--- src/rtl/cs_pkg.sv ---
package cs_pkg;

   // Access space codes presented on bus_kind
   typedef enum logic [2:0] {
      ACC_SUP_CODE  = 3'd0,
      ACC_SUP_DATA  = 3'd1,
      ACC_USR_CODE  = 3'd2,
      ACC_USR_DATA  = 3'd3,
      ACC_CPU_SPACE = 3'd4
   } acc_kind_e;

   // Flag bit positions inside the mask register
   localparam int unsigned FLG_VALID = 0;
   localparam int unsigned FLG_UD    = 1;
   localparam int unsigned FLG_UC    = 2;
   localparam int unsigned FLG_SD    = 3;
   localparam int unsigned FLG_SC    = 4;
   localparam int unsigned FLG_CPU   = 5;
   localparam int unsigned FLG_AM    = 6;
   localparam int unsigned FLG_WP    = 8;
   localparam int unsigned FLG_TOP   = 8;

   typedef struct packed {
      logic wp;
      logic am;
      logic cpu_m;
      logic sc_m;
      logic sd_m;
      logic uc_m;
      logic ud_m;
      logic valid;
   } cs_attr_t;

endpackage

--- src/rtl/cs_regfile.sv ---
module cs_regfile
   import cs_pkg::*;
#(
   parameter int unsigned NUM_CS  = 8,
   parameter int unsigned IDX_W   = 4,
   parameter int unsigned DATA_W  = 32,
   parameter int unsigned FIELD_W = 16
) (
   input  logic                              clk,
   input  logic                              rst_n,
   input  logic                              wr,
   input  logic [IDX_W-1:0]                  idx,
   input  logic                              sel,
   input  logic [DATA_W-1:0]                 wdata,
   output logic [DATA_W-1:0]                 rdata,
   output logic [NUM_CS-1:0][FIELD_W-1:0]    base_o,
   output logic [NUM_CS-1:0][FIELD_W-1:0]    dcare_o,
   output cs_attr_t [NUM_CS-1:0]             attr_o
);

   localparam int unsigned FLD_LSB = DATA_W - FIELD_W;

   for (genvar g = 0; g < NUM_CS; g++) begin : g_slot
      logic hit_idx;
      assign hit_idx = wr && (idx == IDX_W'(g));

      always_ff @(posedge clk or negedge rst_n) begin
         if (!rst_n) begin
            base_o[g]  <= '0;
            dcare_o[g] <= '0;
            attr_o[g]  <= '0;
         end else if (hit_idx) begin
            if (sel) begin
               dcare_o[g]       <= wdata[DATA_W-1 -: FIELD_W];
               attr_o[g].wp     <= wdata[FLG_WP];
               attr_o[g].am     <= wdata[FLG_AM];
               attr_o[g].cpu_m  <= wdata[FLG_CPU];
               attr_o[g].sc_m   <= wdata[FLG_SC];
               attr_o[g].sd_m   <= wdata[FLG_SD];
               attr_o[g].uc_m   <= wdata[FLG_UC];
               attr_o[g].ud_m   <= wdata[FLG_UD];
               attr_o[g].valid  <= wdata[FLG_VALID];
            end else begin
               base_o[g] <= wdata[DATA_W-1 -: FIELD_W];
            end
         end
      end
   end

   always_comb begin
      rdata = '0;
      for (int i = 0; i < NUM_CS; i++) begin
         if (idx == IDX_W'(i)) begin
            if (sel) begin
               rdata[DATA_W-1 -: FIELD_W] = dcare_o[i];
               rdata[FLG_WP]    = attr_o[i].wp;
               rdata[FLG_AM]    = attr_o[i].am;
               rdata[FLG_CPU]   = attr_o[i].cpu_m;
               rdata[FLG_SC]    = attr_o[i].sc_m;
               rdata[FLG_SD]    = attr_o[i].sd_m;
               rdata[FLG_UC]    = attr_o[i].uc_m;
               rdata[FLG_UD]    = attr_o[i].ud_m;
               rdata[FLG_VALID] = attr_o[i].valid;
            end else begin
               rdata[DATA_W-1 -: FIELD_W] = base_o[i];
            end
         end
      end
   end

   if (FLD_LSB <= FLG_TOP) begin : g_bad_layout
      $error("cs_regfile: DATA_W too small for field and flags");
   end

endmodule

--- src/rtl/cs_match.sv ---
module cs_match
   import cs_pkg::*;
#(
   parameter int unsigned FIELD_W = 16,
   parameter bit          GLOBAL  = 1'b0
) (
   input  logic [FIELD_W-1:0] addr_hi,
   input  logic [FIELD_W-1:0] base,
   input  logic [FIELD_W-1:0] dcare,
   input  cs_attr_t           attr,
   input  logic               is_write,
   input  logic [2:0]         kind,
   input  logic               alt,
   output logic               hit
);

   logic addr_ok;
   logic user_ign;
   logic space_blk;
   logic wp_blk;
   logic qual;

   assign addr_ok  = ((addr_hi ^ base) & ~dcare) == '0;
   assign user_ign = alt & ~attr.am;
   assign wp_blk   = attr.wp & is_write;

   always_comb begin
      case (kind)
         ACC_SUP_CODE:  space_blk = attr.sc_m & ~user_ign;
         ACC_SUP_DATA:  space_blk = attr.sd_m & ~user_ign;
         ACC_USR_CODE:  space_blk = attr.uc_m & ~user_ign;
         ACC_USR_DATA:  space_blk = attr.ud_m & ~user_ign;
         ACC_CPU_SPACE: space_blk = attr.cpu_m;
         default:       space_blk = 1'b0;
      endcase
   end

   assign qual = addr_ok & ~space_blk & ~wp_blk;

   if (GLOBAL) begin : g_boot
      assign hit = attr.valid ? qual : 1'b1;
   end else begin : g_plain
      assign hit = attr.valid & qual;
   end

endmodule

--- src/rtl/cs_prio.sv ---
module cs_prio #(
   parameter int unsigned N = 8
) (
   input  logic [N-1:0] req,
   output logic [N-1:0] grant
);

   // isolate lowest set bit
   assign grant = req & (~req + N'(1));

endmodule

--- src/rtl/cs_decoder.sv ---
module cs_decoder
   import cs_pkg::*;
#(
   parameter int unsigned NUM_CS  = 8,
   parameter int unsigned IDX_W   = 4,
   parameter int unsigned ADDR_W  = 32,
   parameter int unsigned DATA_W  = 32,
   parameter int unsigned FIELD_W = 16
) (
   input  logic              clk,
   input  logic              rst_n,
   input  logic              cfg_wr,
   input  logic [IDX_W-1:0]  cfg_idx,
   input  logic              cfg_sel,
   input  logic [DATA_W-1:0] cfg_wdata,
   output logic [DATA_W-1:0] cfg_rdata,
   input  logic              bus_start,
   input  logic              bus_done,
   input  logic [ADDR_W-1:0] bus_addr,
   input  logic              bus_write,
   input  logic [2:0]        bus_kind,
   input  logic              bus_alt,
   output logic [NUM_CS-1:0] cs_n
);

   localparam int unsigned MAX_CS = 1 << IDX_W;

   if (NUM_CS < 1 || NUM_CS > MAX_CS) begin : g_bad_count
      $error("cs_decoder: NUM_CS does not fit the index width");
   end
   if (FIELD_W > ADDR_W) begin : g_bad_field
      $error("cs_decoder: FIELD_W exceeds ADDR_W");
   end

   logic [NUM_CS-1:0][FIELD_W-1:0] base_w;
   logic [NUM_CS-1:0][FIELD_W-1:0] dcare_w;
   cs_attr_t [NUM_CS-1:0]          attr_w;
   logic [NUM_CS-1:0]              hit_w;
   logic [NUM_CS-1:0]              grant_w;
   logic [FIELD_W-1:0]             addr_hi;

   assign addr_hi = bus_addr[ADDR_W-1 -: FIELD_W];

   cs_regfile #(
      .NUM_CS (NUM_CS),
      .IDX_W  (IDX_W),
      .DATA_W (DATA_W),
      .FIELD_W(FIELD_W)
   ) u_regs (
      .clk    (clk),
      .rst_n  (rst_n),
      .wr     (cfg_wr),
      .idx    (cfg_idx),
      .sel    (cfg_sel),
      .wdata  (cfg_wdata),
      .rdata  (cfg_rdata),
      .base_o (base_w),
      .dcare_o(dcare_w),
      .attr_o (attr_w)
   );

   for (genvar g = 0; g < NUM_CS; g++) begin : g_cs
      cs_match #(
         .FIELD_W(FIELD_W),
         .GLOBAL (g == 0)
      ) u_match (
         .addr_hi (addr_hi),
         .base    (base_w[g]),
         .dcare   (dcare_w[g]),
         .attr    (attr_w[g]),
         .is_write(bus_write),
         .kind    (bus_kind),
         .alt     (bus_alt),
         .hit     (hit_w[g])
      );
   end

   cs_prio #(.N(NUM_CS)) u_prio (
      .req  (hit_w),
      .grant(grant_w)
   );

   always_ff @(posedge clk or negedge rst_n) begin
      if (!rst_n) begin
         cs_n <= '1;
      end else if (bus_start) begin
         cs_n <= ~grant_w;
      end else if (bus_done) begin
         cs_n <= '1;
      end
   end

endmodule

--- config.mk ---
export PLATFORM = sky130hd
export DESIGN_NAME = cs_decoder
export DESIGN_NICKNAME = d
export VERILOG_FILES = /design/src/rtl/cs_pkg.sv /design/src/rtl/cs_regfile.sv /design/src/rtl/cs_match.sv /design/src/rtl/cs_prio.sv /design/src/rtl/cs_decoder.sv
export SDC_FILE = /design/constraint.sdc
export NUM_CORES = 1
export LEC_CHECK = 0
export BUFFER_PORTS_ARGS = -buffer_cell sky130_fd_sc_hd__buf_2
export CORE_MARGIN = 1
export CORE_UTILIZATION = 33
export DETAILED_ROUTE_END_ITERATION = 8
export GPL_TIMING_DRIVEN = 0
export PLACE_DENSITY_LB_ADDON = 0.08
export SYNTH_ARGS = -nofsm -noshare
export SYNTH_HDL_FRONTEND = slang
export SYNTH_SLANG_ARGS = --single-unit
--- constraint.sdc ---
create_clock -name clk -period 2.1 [get_ports clk]
set_input_delay 0.315 -clock clk [delete_from_list [all_inputs] [get_ports clk]]
set_output_delay 0.315 -clock clk [all_outputs]
set_load 0.005 [all_outputs]
# After elaboration in Yosys (flattened, before gate mapping)
# Index checks and enable logic that the tools add are counted.
# op_classes
addsub,1
eq_ne,11
n_mux,59
bitwise,131
reduce_logical,35
# op_table
op,n
$mux W16,16
$and A16 B16 Y16,8
$logic_not A16 Y1,8
$not A16 Y16,8
$xor A16 B16 Y16,8
$mux W7,16
$and A1 B1 Y1,71
$pmux W1 S5,8
$not A1 Y1,33
$reduce_and A2 Y1,16
$mux W1,17
$eq A4 B3 Y1 const B,4
$mux W8,2
$not A8 Y8,2
$add A8 B1 Y8 const B,1
$and A8 B8 Y8,1
$eq A4 B2 Y1 const B,2
$logic_and A1 B1 Y1,8
$eq A3 B2 Y1 const B,2
$eq A4 B1 Y1 const B,1
$logic_not A4 Y1,1
$eq A3 B1 Y1 const B,1
$eq A3 B3 Y1 const B,1
$logic_not A3 Y1,1
$reduce_bool A2 Y1,1
# word_totals
register_bits,328
word_cells,318

# Depth between registers and ports, before layout
# Gate-level depths: netlist of run 1.
# logic_depth
depth_word,16
depth_mapped,8

# Hierarchy
# Synthesis of run 1 repeated with hierarchy kept, for this count alone.
# hier_totals
cells_unflattened,1437
area_unflattened_um2,17890.9
# by_module_without_submodules
module,n_inst,cells_each,area_per_inst_um2
cs_regfile,1,1123,15305.9
cs_match (g_cs[1].u_match ...),7,36,274.0
cs_decoder,1,19,309.0
cs_match (g_cs[0].u_match),1,33,274.0
cs_prio,1,10,83.8

# Least setup slack after synthesis of run 1
# Ideal clock, no wire load.
# synth_path
path_kind,input -> output
from,input cfg_sel
to,output cfg_rdata[29]
arrival_ns,1.530
t_required_ns,1.785
setup_slack_ns,0.255
path_stages,7
path_buffers,3
cell_sequence,buf_2 -> buf_2 -> buf_2 -> mux2i_1 -> o22ai_1 -> nor3_1 -> nand2_1
# synth_via
elab_chain_len,9
word_cells_on_any_way,16
cone_classes,16 x mux
# synth_lines
item,line,source
"start, declared",cs_decoder.sv:14,"input logic cfg_sel,"
$mux W16,cs_regfile.sv:54,if (sel) begin
$mux W16 (7 in a row),cs_regfile.sv:53,if (idx == IDX_W'(i)) begin
$mux W16 (*),cs_regfile.sv:53,
"end, declared",cs_decoder.sv:16,"output logic [DATA_W-1:0] cfg_rdata,"
# Every way passes the cells marked *; elsewhere a longest branch is shown, timed or not.

# Worst setup path after layout of run 1
# layout_path
from,register u_regs.attr_o[51] in the netlist's numbering
to,output cfg_rdata[3]
# layout_via
elab_chain_len,4
# layout_lines
item,line,source
"start, declared",cs_regfile.sv:18,output cs_attr_t [NUM_CS-1:0] attr_o
$mux W7 (*),cs_regfile.sv:54,
$mux W7 (*),cs_regfile.sv:53,
$mux W7,cs_regfile.sv:54,
$mux W7 (*),cs_regfile.sv:53,
# Marked as above.

==> results.sh, run 1 <==
export IMPL_root_buffer="clkbuf_16"
export IMPL_core_area_um2=51510
export IMPL_initial_utilization=0.3357
export IMPL_yosysTopAreaCellShare=0.4631
export IMPL_crit_fanout=3
export IMPL_rrSetupSlack_ns=-0.06
export IMPL_yosysUniqueCellTypes=56
export IMPL_period_share=1.086
export IMPL_dieWidth_um=230.9
export IMPL_status="finished, violations left"
export IMPL_cp_required_ns=1.78
export IMPL_drtIter0Drc=830
export IMPL_setup_viol=23
export IMPL_swShare=0.3000
export IMPL_r2r_cells=6
export IMPL_critPathKind="reg2out"
export IMPL_max_slew_margin_rel=0.3761
export IMPL_clock_path_buffers=3
export IMPL_rsz0062_at_grt="true"
export IMPL_final_antenna_net_count=0
export IMPL_seq_area_frac_synth=0.4753
export IMPL_drive_above_1_share=0.5059
export IMPL_hold_violations=0
export IMPL_dp_cells=2125
export IMPL_synth_seq_cells=328
export IMPL_r2r_start="u_regs.base_o[6]$_DFFE_PN0P_"
export IMPL_p_leak_uw=0.009332
export IMPL_cts_buffers=42
export IMPL_cts_sinks=328
export IMPL_clkLatencyLatePin_ns=0.57
export IMPL_wl_per_cell_um=28.75
export IMPL_die_height_um=230.9
export IMPL_first_pass_iters=5
export IMPL_die_area_um2=53320
export IMPL_core_rowCount=83
export IMPL_synth_ff_type="dfrtp_1"
export IMPL_drc=0
export IMPL_crit_start="u_regs.attr_o[51]$_DFFE_PN0P_"
export IMPL_p_sw_uw=6441
export IMPL_worstMarginPinSlew_ns=0.9324
export IMPL_hp_class="in2reg"
export IMPL_arrival_ns=1.97
export IMPL_port_buffers=65
export IMPL_track_usage=0.2473
export IMPL_grt_max_degree=102
export IMPL_gp_congestion=0.8672
export IMPL_drv_cap=0
export IMPL_final_cell_count_no_fill=2283
export IMPL_r2r_end="cs_n[6]$_DFFE_PN1P_"
export IMPL_syn_avg_cell_area_um2=12.62
export IMPL_drt_wl_total_mm=65.64
export IMPL_clkPwrFrac=0.366
export IMPL_fin_ws_ns=-0.1802
export IMPL_critPathCapture="cfg_rdata[3]"
export IMPL_dp_hpwl_mm=47.75
export IMPL_grt_pass1_vias=12988
export IMPL_diodes=0
export IMPL_synth_top_cell_by_area="dfrtp_1"
export IMPL_ys_warn_count=0
export IMPL_ir_drop_uv=547.6
export IMPL_syn_to_final_growth_pct=26.90
export IMPL_p_total_uw=21470
export IMPL_synth_edf_count=0
export IMPL_p_seq_frac=0.404
export IMPL_max_freq_mhz=438.6
export IMPL_vias_per_cell=5.449
export IMPL_grt_overflow_total=0
export IMPL_critPathLaunchType="flip-flop"
export IMPL_grt_first_pass_wirelength_mm=93.74
export IMPL_fin_worst_skew_ns=0.007636
export IMPL_fin_crit_ns=2.280
export IMPL_ys_async_sr_fraction=1.000
export IMPL_drv_slew=0
export IMPL_dp_slack_ns=-0.9444
export IMPL_endpoint_kind="output pin"
export IMPL_cts_tree="done"
export IMPL_syn_area_um2=17290
export IMPL_vias=12439
export IMPL_p_per_area_nw_per_um2=978.3
export IMPL_syn_inst=1370
export IMPL_htreeDepth=2
export IMPL_antenna_found_initial=2
export IMPL_ios=119
export IMPL_comb_power_share=0.231
export IMPL_clk_pin_slew_ns=0.06
export IMPL_nets=1649
export IMPL_synth_area_top_cells="dfrtp_1 (46%), mux2_2 (20%), xnor2_1 (6.5%), mux2i_1 (5.4%), o22ai_1 (3.8%)"
export IMPL_internal_power_uw=15030
export IMPL_violations="setup timing"
## cell type report
class / count / area [µm²]
fill: 4940 / 29570
clock inverter: 11 / 180.2
inverter: 12 / 45.04
buffer: 108 / 860.8
tap: 680 / 850.8
timing repair buffer: 149 / 1069
sequential: 328 / 8229
clock buffer: 66 / 1315
multi-input combinational: 929 / 9394
## flip-flops by register name, summed over array words and instances, names as in the netlist
signal,flops
cs_n,8
u_regs.attr_o,64
u_regs.base_o,128
u_regs.dcare_o,128
## layout by cell type, fill, tap and decap left out, types with 29 or more instances in the layout
| cell | netlist | layout |
|---|---|---|
| nand2_1 | 61 | 57 |
| xnor2_1 | 128 | 127 |
| buf_2 | 50 | 96 |
| mux2_2 | 312 | 309 |
| o22ai_1 | 105 | 66 |
| clkbuf_16 | 0 | 47 |
| buf_4 | 25 | 98 |
| clkbuf_1 | 24 | 29 |
| mux2i_1 | 94 | 63 |
| dfrtp_1 | 320 | 311 |
| o22ai_2 | 0 | 30 |
## cells by family after synthesis
| logic type | Yosys count | synth area share |
|---|---|---|
| DFF | 328 | 0.4753 |
| and+or+nand+nor | 147 | 0.04493 |
| other | 1 | 0.0002169 |
| buffers and inverters | 121 | 0.03792 |
| xor gates and xnor gates | 128 | 0.06483 |
| muxes | 449 | 0.3021 |
| AOI/OAI and AO/OA | 196 | 0.07475 |
## repair_timing
item                                   4_1_cts  5_1_grt
pin swaps                                   45       36
endpoints found under the hold margin       81        0
hold buffers                                 3        0
resized for setup                          218       47
setup endpoints to repair                   32       27
cloned                                       2        3
setup buffers                               43       31
## power groups by stage
stage | logic [µW] | clock network, µW | registers [µW]
4_1_cts | 4750 | 8030 | 8650
6_report | 4950 | 7850 | 8670
3_5_place_dp | 4090 | 0 | 8770
3_3_place_gp | 4030 | 0 | 8740
5_1_grt | 5260 | 8250 | 8820
2_1_floorplan | 2830 | 0 | 8350
## synth_stat cells, types with 3 or more instances
library cell	count
a211oi_1	3
a21oi_1	26
a221oi_1	5
a222oi_1	3
a311oi_1	5
a31oi_1	7
and2_1	4
and3_1	5
buf_1	4
buf_2	50
buf_4	25
buf_6	6
clkbuf_1	24
dfrtp_1	320
dfstp_2	8
inv_1	12
mux2_1	18
mux2_2	312
mux2i_1	94
mux4_2	24
nand2_1	61
nand2_2	5
nand3_2	4
nand4_1	4
nor2_1	20
nor2_2	6
nor2_4	4
nor2b_1	3
nor3_1	9
nor4_1	10
o211ai_1	7
o21ai_0	12
o22ai_1	105
o31ai_1	14
xnor2_1	128
## critical path, cell delays in order (launching register included)
cell,delay (ns)
dfrtp_1,0.39
mux2_4,0.28
a222oi_1,0.43
a31oi_1,0.15
buf_2,0.16
## how the worst min path moves through the flow
stage | start | endpoint | slack, ns | cells past startpoint
floorplan | rst_n | u_regs.attr_o[0]$_DFFE_PN0P_ | 0.02 | 0
global placement | cs_n[1]$_DFFE_PN1P_ | cs_n[1]$_DFFE_PN1P_ | 0.50 | 2
detailed placement | rst_n | u_regs.attr_o[20]$_DFFE_PN0P_ | 0.41 | 1
CTS | cfg_wdata[5] | u_regs.attr_o[29]$_DFFE_PN0P_ | 0.11 | 2
global route | cfg_wdata[5] | u_regs.attr_o[29]$_DFFE_PN0P_ | 0.16 | 2
finish | cfg_wdata[4] | u_regs.attr_o[12]$_DFFE_PN0P_ | 0.15 | 2
## stage by stage
| step | TNS (ns) | hold slack [ns] | util | cell area [µm²] |
|---|---|---|---|---|
| 2_1_floorplan | 0 | 0.01941 | - | 17320 |
| 6_report | -2.620 | 0.1491 | 0.4260 | 21940 |
| 3_5_place_dp | -34.75 | 0.4112 | 0.3608 | 18590 |
| 3_3_place_gp | -2098.31 | 0.5043 | 0.3590 | 18490 |
| 5_1_grt | -3.382 | 0.1551 | 0.4260 | 21940 |
| 4_1_cts | -2.714 | 0.1098 | 0.4172 | 21490 |
## metal layers
layer  routed length [µm]  vias up  share of wire  track usage
met2                29380      356           0.45       0.3794
li1                     -     5434              -            -
met4                 2914        0          0.044       0.1043
met5                    0        -              0            0
met3                 3000      107          0.046      0.02816
met1                30350     6542           0.46       0.3517
Power figures use the tool's default switching activity.
==> inputs of run 2 (changes only) <==
--- a/config.mk
+++ b/config.mk
@@ -13,4 +13,5 @@
 export PLACE_DENSITY_LB_ADDON = 0.08
 export SYNTH_ARGS = -nofsm -noshare
 export SYNTH_HDL_FRONTEND = slang
+export SYNTH_HIERARCHICAL = 1
 export SYNTH_SLANG_ARGS = --single-unit
==> constraint.sdc (replaced) <==
create_clock -name clk -period 2.1 [get_ports clk]
set_input_delay 0.42 -clock clk [delete_from_list [all_inputs] [get_ports clk]]
set_output_delay 0.42 -clock clk [all_outputs]
set_load 0.005 [all_outputs]
==> run 2 against run 1 <==
  * The run still ends with setup timing left
  * Via count rose by 9.3%
  * Die area rose by 3.4%
  * Design area rose by 6.8%
  * First-iteration DRC count rose by 56%
  * Synthesized cell count rose by 4.9%
  * Synthesized area rose by 3.5%
  * Maximum frequency fell by 5.3%
  * Final cell count rose by 4.0%
==> results.sh, run 2 <==
export IMPL_ys_warn_count=6
export IMPL_period_share=1.147
export IMPL_track_usage=0.2685
export IMPL_status="finished, violations left"
export IMPL_comb_power_share=0.248
export IMPL_seq_area_frac_synth=0.4593
export IMPL_swShare=0.3183
export IMPL_crit_fanout=6
export IMPL_ios=119
export IMPL_synth_edf_count=0
export IMPL_largest_registers="u_regs/base_o x128, u_regs/dcare_o x128, u_regs/attr_o x64"
export IMPL_setup_viol=32
export IMPL_r2r_start="u_regs/attr_o[61]$_DFFE_PN0P_"
export IMPL_yosysMostFrequentCell="dfrtp_1"
export IMPL_syn_avg_cell_area_um2=12.45
export IMPL_core_rowCount=84
export IMPL_synth_ff_type="dfrtp_1"
export IMPL_violations="setup timing"
export IMPL_port_buffers=84
export IMPL_vias_per_cell=5.726
export IMPL_p_per_area_nw_per_um2=900.7
export IMPL_drc=0
export IMPL_vias=13593
export IMPL_multi_input_area_um2=10270
export IMPL_layout_cells_most_common_list="dfrtp_1 (318), mux2_2 (192), mux2_1 (128)"
export IMPL_cts_buffers=41
export IMPL_drive_above_1_share=0.4336
export IMPL_crit_start="cfg_idx[1]"
export IMPL_core_area_um2=53080
export IMPL_grt_overflow_total=0
export IMPL_synth_top_cell_by_area="dfrtp_1"
export IMPL_synth_area_top_cells="dfrtp_1 (45%), mux2_2 (12%), mux2_1 (8.1%), mux2i_1 (8.0%), xnor2_1 (6.3%)"
export IMPL_max_slew_margin_rel=0.3654
export IMPL_die_area_um2=55150
export IMPL_worstMarginPinSlew_ns=0.9399
export IMPL_die_height_um=234.8
export IMPL_rsz0062_at_grt="true"
export IMPL_utilization=0.4415
export IMPL_hp_start="bus_start"
export IMPL_htreeDepth=2
export IMPL_clock_path_buffers=3
export IMPL_cts_sinks=328
export IMPL_drv_slew=0
export IMPL_drtIter0Drc=1298
export IMPL_first_pass_iters=5
export IMPL_syn_inst=1437
export IMPL_antenna_found_initial=0
export IMPL_final_antenna_net_count=0
export IMPL_max_freq_mhz=415.1
export IMPL_fillers=4893
export IMPL_hp_class="in2reg"
export IMPL_clkLatencyLatePin_ns=0.58
export IMPL_cp_required_ns=1.68
export IMPL_clk_pin_slew_ns=0.05
export IMPL_syn_to_final_growth_pct=30.97
export IMPL_p_leak_uw=0.01003
export IMPL_dieWidth_um=234.8
export IMPL_grt_max_degree=99
export IMPL_yosys_top_cells_count="dfrtp_1 (320), mux2_2 (192), mux2i_1 (143), mux2_1 (128), xnor2_1 (128)"
export IMPL_ys_async_sr_fraction=1.000
export IMPL_root_buffer="clkbuf_16"
export IMPL_cts_tree="done"
export IMPL_final_cell_count_no_fill=2374
export IMPL_initial_utilization=0.3371
export IMPL_diodes=0
export IMPL_dp_hpwl_mm=50.42
export IMPL_fin_ws_ns=-0.3090
export IMPL_clkPwrFrac=0.336
export IMPL_dp_cells=2219
export IMPL_ir_drop_uv=508.0
export IMPL_nets=1737
export IMPL_p_seq_frac=0.416
export IMPL_final_common_cell="dfrtp_1"
export IMPL_hold_violations=0
export IMPL_arrival_ns=1.99
export IMPL_fin_worst_skew_ns=0.02010
export IMPL_grt_first_pass_wirelength_mm=105.1
export IMPL_drv_cap=0
export IMPL_critPathKind="in2out"
export IMPL_gp_congestion=0.8929
export IMPL_syn_area_um2=17890
export IMPL_p_sw_uw=6717
export IMPL_endpoint_kind="output pin"
export IMPL_drt_wl_total_mm=75.64
export IMPL_synth_seq_cells=328
export IMPL_sequential_cell_area_um2=8220
export IMPL_yosysTopAreaCellShare=0.4476
export IMPL_internal_power_uw=14390
export IMPL_yosysUniqueCellTypes=62
export IMPL_wl_per_cell_um=31.86
export IMPL_fin_crit_ns=2.409
export IMPL_critPathLaunchType="input port"
export IMPL_grt_pass1_vias=13652
[run 2: changes by cell type after synthesis, moves of 8 or more]
| cell | before | now |
|---|---|---|
| mux2_2 | 312 | 192 |
| mux2_1 | 18 | 128 |
| nor2_1 | 20 | 71 |
| mux2i_1 | 94 | 143 |
| nand2_1 | 61 | 34 |
| nor4_1 | 10 | 35 |
| buf_2 | 50 | 30 |
| a21oi_1 | 26 | 8 |
| o31ai_1 | 14 | 0 |
| nor3_1 | 9 | 0 |
| a2bb2oi_1 | 0 | 8 |
| o21ai_0 | 12 | 20 |
| o2bb2ai_1 | 0 | 8 |
[run 2: final cells by class]
cell class | instances | share of cell area
multi-input cells | 1007 | 0.4381
flip-flops and latches | 328 | 0.3508
repair buffers | 175 | 0.06707
clock buffers | 66 | 0.05516
plain buffers | 96 | 0.04912
well taps | 688 | 0.03674
inverters | 9 | 0.001602
clock inverters | 5 | 0.001388
[run 2: logic make-up (layout without fill, tap and decap cells)]
family | count (synthesis) | in the layout | share of synthesized area
multiplexers | 483 | 483 | 0.3066
flip-flops | 328 | 328 | 0.4593
AND/OR/NAND/NOR | 198 | 198 | 0.06392
AO/OA/AOI/OAI | 190 | 190 | 0.07140
XOR/XNOR | 128 | 128 | 0.06266
buffers and inverters | 109 | 351 | 0.03588
other | 1 | 8 | 0.0002096
[run 2: power by group through the flow]
stage | clock [µW] | combinational, µW | sequential (µW)
2_1_floorplan | 0 | 2870 | 8380
3_3_place_gp | 0 | 4240 | 8750
3_5_place_dp | 0 | 4310 | 8770
4_1_cts | 7260 | 4660 | 8680
5_1_grt | 7490 | 5520 | 8950
6_report | 7090 | 5230 | 8780
[run 2: routing by layer]
layer  vias to the layer above  GRT usage  part of all wire  wire length [µm]
li1                       5768          -                 -                 -
met4                         0    0.07157             0.023              1702
met3                        92    0.04041             0.069              5217
met1                      7224     0.3921              0.46             34810
met2                       509     0.4122              0.45             33910
met5                         -          0                 0                 0
[run 2: path summary, 6_finish.rpt]
check	end	slack, ns	depth (start not counted)
max in group asynchronous	u_regs/attr_o[39]$_DFFE_PN0P_	0.42	4
min in group asynchronous	u_regs/base_o[93]$_DFFE_PN0P_	0.35	2
worst max register to register	cs_n[7]$_DFFE_PN1P_	-0.20	7
worst min register to register	cs_n[3]$_DFFE_PN1P_	0.51	1
worst max-delay path	cfg_rdata[24]	-0.31	8
worst min-delay path	cs_n[2]$_DFFE_PN1P_	0.06	2
[run 2: what timing repair did]
item / 4_1_cts / 5_1_grt
setup buffers: 37 / 41
pin swaps: 42 / 40
endpoints found under the hold margin: 37 / 0
hold buffers: 1 / 0
gates resized for setup: 199 / 204
gates cloned: 5 / 6
endpoints found under the setup margin: 32 / 32
[run 2: through the flow]
| stage | setup WS, ns | hold WS (ns) | power [µW] | area [µm²] | TNS (ns) |
|---|---|---|---|---|---|
| after floorplan | 0.002655 | 0.1244 | 11250 | 17940 | 0 |
| after global placement | -6.414 | 0.4949 | 12990 | 19220 | -2151.18 |
| after detailed placement | -1.352 | 0.3606 | 13080 | 19310 | -90.65 |
| after CTS | -0.3868 | 0.02368 | 20590 | 21930 | -7.459 |
| after global routing | -0.3390 | 0.05701 | 21960 | 23430 | -7.506 |
| final | -0.3090 | 0.05870 | 21100 | 23430 | -6.313 |
[run 2: critical path, stage by stage]
cell and delay, ns:
buf_12 0.12, buf_12 0.14, or4b_4 0.60, clkbuf_16 0.23
o21ai_4 0.08, nor4_2 0.07, nor2_1 0.17, buf_2 0.15
